**src/rtl/cal_clock_pkg.sv**
```systemverilog
package cal_clock_pkg;

  localparam int NUM_FIELDS = 7;
  localparam int IDX_W      = 3;

  localparam int F_SEC   = 0;
  localparam int F_MIN   = 1;
  localparam int F_HOUR  = 2;
  localparam int F_DAY   = 3;
  localparam int F_MONTH = 4;
  localparam int F_YEAR  = 5;
  localparam int F_WDAY  = 6;

  // Control to datapath strobes
  typedef struct packed {
    logic                  advance;
    logic [NUM_FIELDS-1:0] fieldWr;
    logic [7:0]            wrData;
  } calStrobe_t;

  // Datapath to control rollover events
  typedef struct packed {
    logic dayRoll;
    logic hourRoll;
    logic minRoll;
    logic secRoll;
  } calEvent_t;

  function automatic logic [7:0] fieldMask(input int idx);
    case (idx)
      F_SEC, F_MIN:   return 8'h7F;
      F_HOUR, F_DAY:  return 8'h3F;
      F_MONTH:        return 8'h1F;
      F_WDAY:         return 8'h07;
      default:        return 8'hFF;
    endcase
  endfunction

  function automatic logic [7:0] fieldMin(input int idx);
    case (idx)
      F_DAY, F_MONTH: return 8'h01;
      default:        return 8'h00;
    endcase
  endfunction

  function automatic logic [7:0] fieldMax(input int idx);
    case (idx)
      F_SEC, F_MIN:   return 8'h59;
      F_HOUR:         return 8'h23;
      F_DAY:          return 8'h31;
      F_MONTH:        return 8'h12;
      F_YEAR:         return 8'h99;
      default:        return 8'h06;
    endcase
  endfunction

  function automatic logic [7:0] bcdInc(input logic [7:0] v);
    if (v[3:0] >= 4'd9) return {v[7:4] + 4'd1, 4'd0};
    else return v + 8'd1;
  endfunction

  function automatic logic [7:0] monthDays(input logic [7:0] month,
                                           input logic [7:0] year);
    logic [7:0] yearBin;
    yearBin = 8'(year[7:4]) * 8'd10 + 8'(year[3:0]);
    case (month)
      8'h02:                     return (yearBin[1:0] == 2'b00) ? 8'h29 : 8'h28;
      8'h04, 8'h06, 8'h09, 8'h11: return 8'h30;
      default:                   return 8'h31;
    endcase
  endfunction

endpackage

```
**src/rtl/cal_bcd_field.sv**
```systemverilog
module cal_bcd_field
  import cal_clock_pkg::*;
#(
  parameter logic [7:0] MASK    = 8'hFF,
  parameter logic [7:0] MIN_VAL = 8'h00
) (
  input  logic       clk,
  input  logic       rstN,
  input  logic       incEn,
  input  logic       wrEn,
  input  logic [7:0] wrData,
  input  logic [7:0] maxVal,
  output logic [7:0] value,
  output logic       atMax
);

  assign atMax = (value >= maxVal);

  always_ff @(posedge clk) begin
    if (!rstN) begin
      value <= MIN_VAL;
    end else if (wrEn) begin
      value <= wrData & MASK;
    end else if (incEn) begin
      value <= atMax ? MIN_VAL : (bcdInc(value) & MASK);
    end
  end

endmodule

```
**src/rtl/cal_clock_datapath.sv**
```systemverilog
module cal_clock_datapath
  import cal_clock_pkg::*;
(
  input  logic                        clk,
  input  logic                        rstN,
  input  calStrobe_t                  strobe,
  output logic [NUM_FIELDS-1:0][7:0]  fields,
  output calEvent_t                   events
);

  logic [NUM_FIELDS-1:0]      incVec;
  logic [NUM_FIELDS-1:0]      atMax;
  logic [NUM_FIELDS-1:0][7:0] maxVal;
  logic [7:0]                 dayLimit;

  assign dayLimit = monthDays(fields[F_MONTH], fields[F_YEAR]);

  // Carry chain: seconds -> minutes -> hours -> day -> month -> year,
  // weekday follows the day carry.
  always_comb begin
    incVec          = '0;
    incVec[F_SEC]   = strobe.advance;
    incVec[F_MIN]   = incVec[F_SEC]   & atMax[F_SEC];
    incVec[F_HOUR]  = incVec[F_MIN]   & atMax[F_MIN];
    incVec[F_DAY]   = incVec[F_HOUR]  & atMax[F_HOUR];
    incVec[F_MONTH] = incVec[F_DAY]   & atMax[F_DAY];
    incVec[F_YEAR]  = incVec[F_MONTH] & atMax[F_MONTH];
    incVec[F_WDAY]  = incVec[F_DAY];
  end

  for (genvar i = 0; i < NUM_FIELDS; i++) begin : gFields
    localparam logic [7:0] FMAX = fieldMax(i);
    if (i == F_DAY) begin : gDynLimit
      assign maxVal[i] = dayLimit;
    end else begin : gFixLimit
      assign maxVal[i] = FMAX;
    end

    cal_bcd_field #(
      .MASK    (fieldMask(i)),
      .MIN_VAL (fieldMin(i))
    ) uField (
      .clk    (clk),
      .rstN   (rstN),
      .incEn  (incVec[i]),
      .wrEn   (strobe.fieldWr[i]),
      .wrData (strobe.wrData),
      .maxVal (maxVal[i]),
      .value  (fields[i]),
      .atMax  (atMax[i])
    );
  end

  assign events.secRoll  = incVec[F_SEC];
  assign events.minRoll  = incVec[F_MIN];
  assign events.hourRoll = incVec[F_HOUR];
  assign events.dayRoll  = incVec[F_DAY];

endmodule

```
**src/rtl/cal_clock_ctrl.sv**
```systemverilog
module cal_clock_ctrl
  import cal_clock_pkg::*;
#(
  parameter int TICKS_PER_SEC = 32768,
  parameter int BUSY_LEAD     = 8,
  parameter int ADDR_W        = 8
) (
  input  logic              clk,
  input  logic              rstN,
  input  logic              tickEn,
  input  logic [ADDR_W-1:0] busAddr,
  input  logic              busWrEn,
  input  logic [7:0]        busWrData,
  input  calEvent_t         events,
  output calStrobe_t        strobe,
  output logic              runFlag,
  output logic              busyFlag,
  output logic [3:0]        eventFlags,
  output logic              timeSel,
  output logic [IDX_W-1:0]  fieldIdx,
  output logic              ctrlSel,
  output logic              statSel
);

  localparam int                 PRESC_W   = $clog2(TICKS_PER_SEC);
  localparam logic [PRESC_W-1:0] LAST      = PRESC_W'(TICKS_PER_SEC - 1);
  localparam logic [PRESC_W-1:0] BUSY_FROM = PRESC_W'(TICKS_PER_SEC - BUSY_LEAD);
  localparam logic [ADDR_W-1:0]  CTRL_ADDR = ADDR_W'(8'h40);
  localparam logic [ADDR_W-1:0]  STAT_ADDR = ADDR_W'(8'h44);

  logic [PRESC_W-1:0] presc;
  logic               anyFieldWr;
  logic [3:0]         clearMask;
  logic [3:0]         setMask;

  // Address decode
  assign fieldIdx = busAddr[4:2];
  assign timeSel  = (busAddr[ADDR_W-1:5] == '0) && (busAddr[1:0] == 2'b00)
                    && (fieldIdx < IDX_W'(NUM_FIELDS));
  assign ctrlSel  = (busAddr == CTRL_ADDR);
  assign statSel  = (busAddr == STAT_ADDR);

  assign strobe.fieldWr = (busWrEn && timeSel) ? (NUM_FIELDS'(1) << fieldIdx) : '0;
  assign strobe.wrData  = busWrData;
  assign anyFieldWr     = |strobe.fieldWr;

  // A field write outranks the second update of the same cycle
  assign strobe.advance = runFlag && tickEn && (presc == LAST) && !anyFieldWr;
  assign busyFlag       = runFlag && (presc >= BUSY_FROM);

  always_ff @(posedge clk) begin
    if (!rstN) begin
      presc <= '0;
    end else if (anyFieldWr) begin
      presc <= '0;
    end else if (runFlag && tickEn) begin
      presc <= (presc == LAST) ? '0 : presc + 1'b1;
    end
  end

  always_ff @(posedge clk) begin
    if (!rstN) begin
      runFlag <= 1'b0;
    end else if (busWrEn && ctrlSel) begin
      runFlag <= busWrData[0];
    end
  end

  // Sticky flags: set beats clear when both land together
  assign clearMask = (busWrEn && statSel) ? busWrData[5:2] : 4'b0000;
  assign setMask   = {events.dayRoll, events.hourRoll, events.minRoll, events.secRoll};

  always_ff @(posedge clk) begin
    if (!rstN) begin
      eventFlags <= 4'b0000;
    end else begin
      eventFlags <= (eventFlags & ~clearMask) | setMask;
    end
  end

endmodule

```
**src/rtl/bcd_calendar_clock.sv**
```systemverilog
module bcd_calendar_clock
  import cal_clock_pkg::*;
#(
  parameter int TICKS_PER_SEC = 32768,
  parameter int BUSY_LEAD     = 8,
  parameter int ADDR_W        = 8
) (
  input  logic              clk,
  input  logic              rstN,
  input  logic              tickEn,
  input  logic [ADDR_W-1:0] busAddr,
  input  logic              busWrEn,
  input  logic [7:0]        busWrData,
  output logic [7:0]        busRdData
);

  calStrobe_t                 strobe;
  calEvent_t                  events;
  logic [NUM_FIELDS-1:0][7:0] fields;
  logic                       runFlag;
  logic                       busyFlag;
  logic [3:0]                 eventFlags;
  logic                       timeSel;
  logic [IDX_W-1:0]           fieldIdx;
  logic                       ctrlSel;
  logic                       statSel;

  cal_clock_ctrl #(
    .TICKS_PER_SEC (TICKS_PER_SEC),
    .BUSY_LEAD     (BUSY_LEAD),
    .ADDR_W        (ADDR_W)
  ) uCtrl (
    .clk        (clk),
    .rstN       (rstN),
    .tickEn     (tickEn),
    .busAddr    (busAddr),
    .busWrEn    (busWrEn),
    .busWrData  (busWrData),
    .events     (events),
    .strobe     (strobe),
    .runFlag    (runFlag),
    .busyFlag   (busyFlag),
    .eventFlags (eventFlags),
    .timeSel    (timeSel),
    .fieldIdx   (fieldIdx),
    .ctrlSel    (ctrlSel),
    .statSel    (statSel)
  );

  cal_clock_datapath uData (
    .clk    (clk),
    .rstN   (rstN),
    .strobe (strobe),
    .fields (fields),
    .events (events)
  );

  always_comb begin
    busRdData = 8'h00;
    if (timeSel) begin
      for (int i = 0; i < NUM_FIELDS; i++) begin
        if (fieldIdx == IDX_W'(i)) busRdData = fields[i];
      end
    end else if (ctrlSel) begin
      busRdData = {7'b0, runFlag};
    end else if (statSel) begin
      busRdData = {2'b00, eventFlags, runFlag, busyFlag};
    end
  end

endmodule

```
**config.mk**
```make
export PLATFORM = sky130hd
export DESIGN_NAME = bcd_calendar_clock
export DESIGN_NICKNAME = d
export VERILOG_FILES = /design/src/rtl/cal_clock_pkg.sv /design/src/rtl/cal_bcd_field.sv /design/src/rtl/cal_clock_datapath.sv /design/src/rtl/cal_clock_ctrl.sv /design/src/rtl/bcd_calendar_clock.sv
export SDC_FILE = /design/constraint.sdc
export NUM_CORES = 1
export LEC_CHECK = 0
export BUFFER_PORTS_ARGS = -buffer_cell sky130_fd_sc_hd__buf_2
export CAP_MARGIN = 20
export CORE_AREA = 3 3 103 105
export CTS_CLUSTER_SIZE = 16
export DETAILED_ROUTE_END_ITERATION = 16
export DIE_AREA = 0 0 106 108
export PLACE_DENSITY = 0.71
export SLEW_MARGIN = 20
export SYNTH_ARGS = -nofsm -noshare
export SYNTH_HDL_FRONTEND = slang
export SYNTH_SLANG_ARGS = --single-unit
```
**constraint.sdc**
```tcl
create_clock -name clk -period 5 [get_ports clk]
set_input_delay 1.5 -clock clk [delete_from_list [all_inputs] [get_ports clk]]
set_output_delay 1.5 -clock clk [all_outputs]
set_load 0.01 [all_outputs]
```
---- After elaboration in Yosys (flattened, before gate mapping) ----
Index checks and enable logic that the tools add are counted.
operators by class
  bitwise gates (word level) .............. 9
  multiply operators ...................... 1
  div/mod/pow operators ................... 0
  equal/unequal tests ..................... 14
  multiplexer cells ....................... 43
  add/subtract/negate cells ............... 15
  shift operators ......................... 1
  reductions and logical operators ........ 24
  magnitude comparators ................... 16
operators by type and width
  operator               count
  $mux 8                 11
  $mux 7                 10
  $mux 6                 10
  $ge 4x4->1 const B     6
  $mux 5                 4
  $eq 8x7->1 const B     2
  $pmux 8 s2             1
  $add 15x1->15 const B  1
  $eq 15x15->1 const B   1
  $ge 15x15->1 const B   1
  $mux 15                1
  $add 7x1->7 const B    2
  $ge 7x7->1 const B     2
  $reduce_bool 2->1      7
  $add 6x1->6 const B    2
  $mux 3                 4
  $eq 5x3->1 const B     2
  $add 3x1->3 const B    3
  $eq 3x3->1 const B     3
  $logic_and 1x1->1      9
  $add 8x1->8 const B    1
  $ge 6x8->1             1
  $ge 8x8->1 const B     1
  $reduce_or 8->1        1
  29 further kinds       37
word-level totals
  register bits ........................... 62
  latch bits .............................. 0
  input bits .............................. 20
  output and inout bits ................... 8
  memories kept ........................... 0
  logic and storage cells ................. 133
  memory bits (read-only) ................. 0
  RAM bits ................................ 0

---- Depth between registers and ports, before layout ----
  depth after elaboration ................. 15
  gate-level depth with buffers ........... 15
  gate-level depth less buffers ........... 14

---- Cells and area by module ----
From an unflattened synthesis, not the netlist that was laid out.
second synthesis, totals
  cells, all modules ...................... 771
  area total of the unflattened synthesis .. 6133.4 um^2
by module, submodules not included
  module                                        instances  cells each  area each (um^2)  sequential area each (um^2)
  cal_bcd_field at uData.gFields[0].uField ...  2          76          645.6             140.1
  cal_clock_ctrl                                1          141         1196.1            400.4
  cal_bcd_field at uData.gFields[5].uField      1          95          780.7             160.2
  bcd_calendar_clock                            1          113         730.7             0.0
  cal_bcd_field at uData.gFields[2].uField      1          76          595.6             120.1
  cal_bcd_field at uData.gFields[3].uField      1          74          574.3             120.1
  cal_bcd_field at uData.gFields[4].uField      1          60          495.5             100.1
  cal_bcd_field at uData.gFields[6].uField      1          39          324.1             60.1
  cal_clock_datapath                            1          21          145.1             0.0

---- Worst setup path before layout ----
OpenSTA, ideal clock, no wires.
  path type ............................... input port to output port
  start ................................... in busAddr[2]
  end ..................................... out busRdData[6]
  arrival time ............................ 2.828 ns
  path buffers ............................ 2
  cell stages on the path ................. 6
  required time ........................... 3.500 ns
  slack ................................... 0.672 ns
  cells stage by stage .................... clkbuf_1 > buf_1 > mux2i_1 > nor2_1 > a31oi_1 > nor4_1
between the ends
  word-level cells in the longest chain between the ends .. 9
ends and longest elaborated chain
  what                  line                      RTL
  start: declaration    bcd_calendar_clock.sv:11  input logic [ADDR_W-1:0] busAddr,
  $logic_not 3->1       bcd_calendar_clock.sv:62  if (fieldIdx == IDX_W'(i)) busRdData = fields[i];
  $mux 7                bcd_calendar_clock.sv:62
  $mux 8 (6 in series)  bcd_calendar_clock.sv:62
  $mux 8 (*)            bcd_calendar_clock.sv:60  if (timeSel) begin
  end: declaration      bcd_calendar_clock.sv:14  output logic [7:0] busRdData
Every way passes the cells marked *; elsewhere a longest branch is shown, timed or not.

---- Worst setup path after layout ----
  start ................................... in busAddr[5]
  end ..................................... out busRdData[2]
between the ends
  word-level cells in the longest chain between the ends .. 4
ends and longest elaborated chain
  what                                                  line
  $eq 8x7->1 / $logic_not 3->1 (equally long branches)  cal_clock_ctrl.sv:41, cal_clock_ctrl.sv:38
  $mux 6 / $logic_and 1x1->1 (equally long branches)    bcd_calendar_clock.sv:66, cal_clock_ctrl.sv:38
  $mux 6 / $logic_and 1x1->1 (equally long branches)    bcd_calendar_clock.sv:64, cal_clock_ctrl.sv:39
  $mux 8 (*)                                            bcd_calendar_clock.sv:60
Marked as above.

==> impl_metrics.ini <==
[status]
status = finished clean

[logic_synthesis]
yosysWarnings = 0
synth_cell_types = 74
avgSynthCellArea_sq_um = 7.874
async_flop_share_pct = 0
synth_most_common_cell = dfxtp_1
synthTopCellsByArea = dfxtp_1 (27%), ha_1 (9.4%), o21ai_0 (5.7%)
yosysSeqAreaShare_pct = 27.37
synth_top_area_share_pct = 27.37
synth.largest_area_cell = dfxtp_1
syn-cell-area_sq_mm = 0.004536
ys_ff_latch = 62
synth_cells = 576
synth_nets = 630
synth_edf_count = 0
synth-main-ff-cell = dfxtp_1
ys_top_cells_by_count = dfxtp_1 (62), o21ai_0 (52), nor2_1 (49), nand2_1 (47), nand3_1 (38)

[placement]
pre_cts_ws_ns = 0.4339
port-buffer-count = 27
hpwl_mm = 9.716
globalplace.congestion = 0.9624
dp.cells = 713
place_area_sq_mm = 0.004748

[timing]
slew_headroom_pct = 39.55
fin_ws_ns = 0.4067
finalClockSkew_ns = 0.008137
fmax_mhz = 217.7
drv_slew = 0
finalCriticalPeriod_ns = 4.593
finalSetupTns_ns = 0
worst_pin_slew_ns = 0.8984
setup_viol = 0
period_share_pct = 91.87
timing.final.hold_violations = 0
whs_ns = 0.4853
rsz0062_at_grt = no

[floorplan]
fp.dieH_um = 108
io_pins = 28
die_x_um = 106
rows = 36
start_util_pct = 46.62
core_area_sq_mm = 0.009729
dieArea_sq_mm = 0.01145

[worst_setup_path]
critPathLaunchType = input pin
crit_chain = buf_2 > or4_1 > nor2_1 > nand2_1 > o21ai_0 > buf_2
cp_slowest_cell = or4_1
crit_top_cell = buf_2
path_buf_inv = 2
cp_data_arrival_time_ns = 3.09
cp.required_ns = 3.50
critPathMaxFanout = 6
max_stage_delay_ns = 0.70
crit_type = input pin to primary output
endpoint_kind = primary output
cp_top_family = simple AND/OR/NAND/NOR gates

[power]
power_density_mw_per_mm2 = 199.9
power_mw = 0.9859
leakagePower_nw = 1.799
ir_drop_mv = 0.09465

[grt]
antenna_found_initial = 1
grt_pass1_vias = 4295
grt.overflow.total = 0
grt_pass1_wl_mm = 21.78
grt_usage_pct = 23.92
grt_max_degree = 41

[routing]
drc = 0
dr.first_iter.drc_count = 453
vias = 4539
vias_per_cell = 6.218
routedWlPerCell_um = 18.39
antenna_left = 0
wl_mm = 13.43
first_pass_iters = 5

[cts]
clkTransAtPathRegs_ns = 0.08
cts_root_buf = clkbuf_8
clock_latency_ns = 0.35
cts_inserted_buffers = 9
clk_path_buf_depth = 2
ctsResizeCount = 0
clock_sinks = 62
cts_tree = built
hold_buffers = 0
post-cts-setup-buffer-count = 0
htree_levels = 3

[layout]
final_nets = 645
final_area_sq_mm = 0.004931
drive_gt1_share_pct = 11.91
syn2layout_area_growth_pct = 8.717
fin_util_pct = 50.68
fin_cells = 730

[hold_path]
hold_class = flop to flop

[job]
maxCapViolCount = 0
-- worst min-delay path: stages, from the launching register on --
cell and delay, ns:
dfxtp_1 0.32, o21ai_0 0.06, a21oi_1 0.06
-- cell usage in the layout (no fill, tap or decap), types with 7 or more instances in the layout --
| cell type | instances |
|---|---|
| ha_1 | 34 |
| nand2_1 | 47 |
| a31oi_1 | 25 |
| xor2_1 | 9 |
| a21oi_1 | 19 |
| dfxtp_1 | 62 |
| nand3b_1 | 7 |
| mux2i_1 | 12 |
| and3_1 | 7 |
| o22ai_1 | 8 |
| nand4_1 | 9 |
| nand3_1 | 38 |
| clkbuf_8 | 9 |
| buf_2 | 27 |
| nor3_1 | 12 |
| inv_1 | 37 |
| nor2_1 | 49 |
| nor2b_1 | 8 |
| o21ai_0 | 52 |
-- cell type report --
| cell class | count | area (sq um) |
|---|---|---|
| diodes | 1 | 2.502 |
| clock buffers | 9 | 123.9 |
| clock inverters | 7 | 56.30 |
| fillers | 948 | 4798 |
| inverters | 38 | 142.6 |
| multi-input cells | 451 | 3048 |
| flip-flops and latches | 62 | 1241 |
| well taps | 133 | 166.4 |
| repair buffers | 29 | 150.1 |
-- power by group --
part           total [mW]  switching (mW)  internal, mW
clock network       0.422           0.236         0.186
logic              0.0651          0.0444        0.0207
registers           0.499         0.00417         0.495
total               0.986           0.284         0.702
-- path summary, 6_finish.rpt --
check | cells past startpoint | endpoint | startpoint | slack [ns]
worst min-delay path | 2 | uCtrl.eventFlags[0]$_SDFF_PN0_ | uCtrl.eventFlags[0]$_SDFF_PN0_ | 0.49
worst min register to register | 2 | uCtrl.eventFlags[0]$_SDFF_PN0_ | uCtrl.eventFlags[0]$_SDFF_PN0_ | 0.49
worst max-delay path | 6 | busRdData[2] | busAddr[5] | 0.41
worst max register to register | 12 | uData.gFields[5].uField.value[1]$_SDFFE_PN0P_ | uData.gFields[4].uField.value[1]$_SDFFE_PN0P_ | 1.37
-- state kept, by name, summed over array words and instances, names as in the netlist --
signal,cells
uCtrl.presc,15
uData.gFields.uField.value,42
uCtrl.runFlag,1
uCtrl.eventFlags,4
-- cells by family (layout without fill, tap and decap cells) --
group / after synthesis / in the layout / share of synthesized area [%]
AOI/OAI and AO/OA: 161 / 161 / 23.09
xor gates and xnor gates: 15 / 15 / 2.897
adders and majority gates: 34 / 34 / 9.379
buffers and inverters: 63 / 83 / 5.434
DFF: 62 / 62 / 27.37
muxes: 19 / 19 / 5.628
other: 0 / 1 / 0
and+or+nand+nor: 222 / 222 / 26.21
-- per-layer routing --
layer,part of all wire (%),vias to the layer above,track usage [%]
li1,-,2159,-
met1,44,2139,32.69
met2,45,216,37.20
met3,8.9,25,5.134
met4,2.5,0,9.066
met5,0,-,0
(Power assumes the default switching activity.)
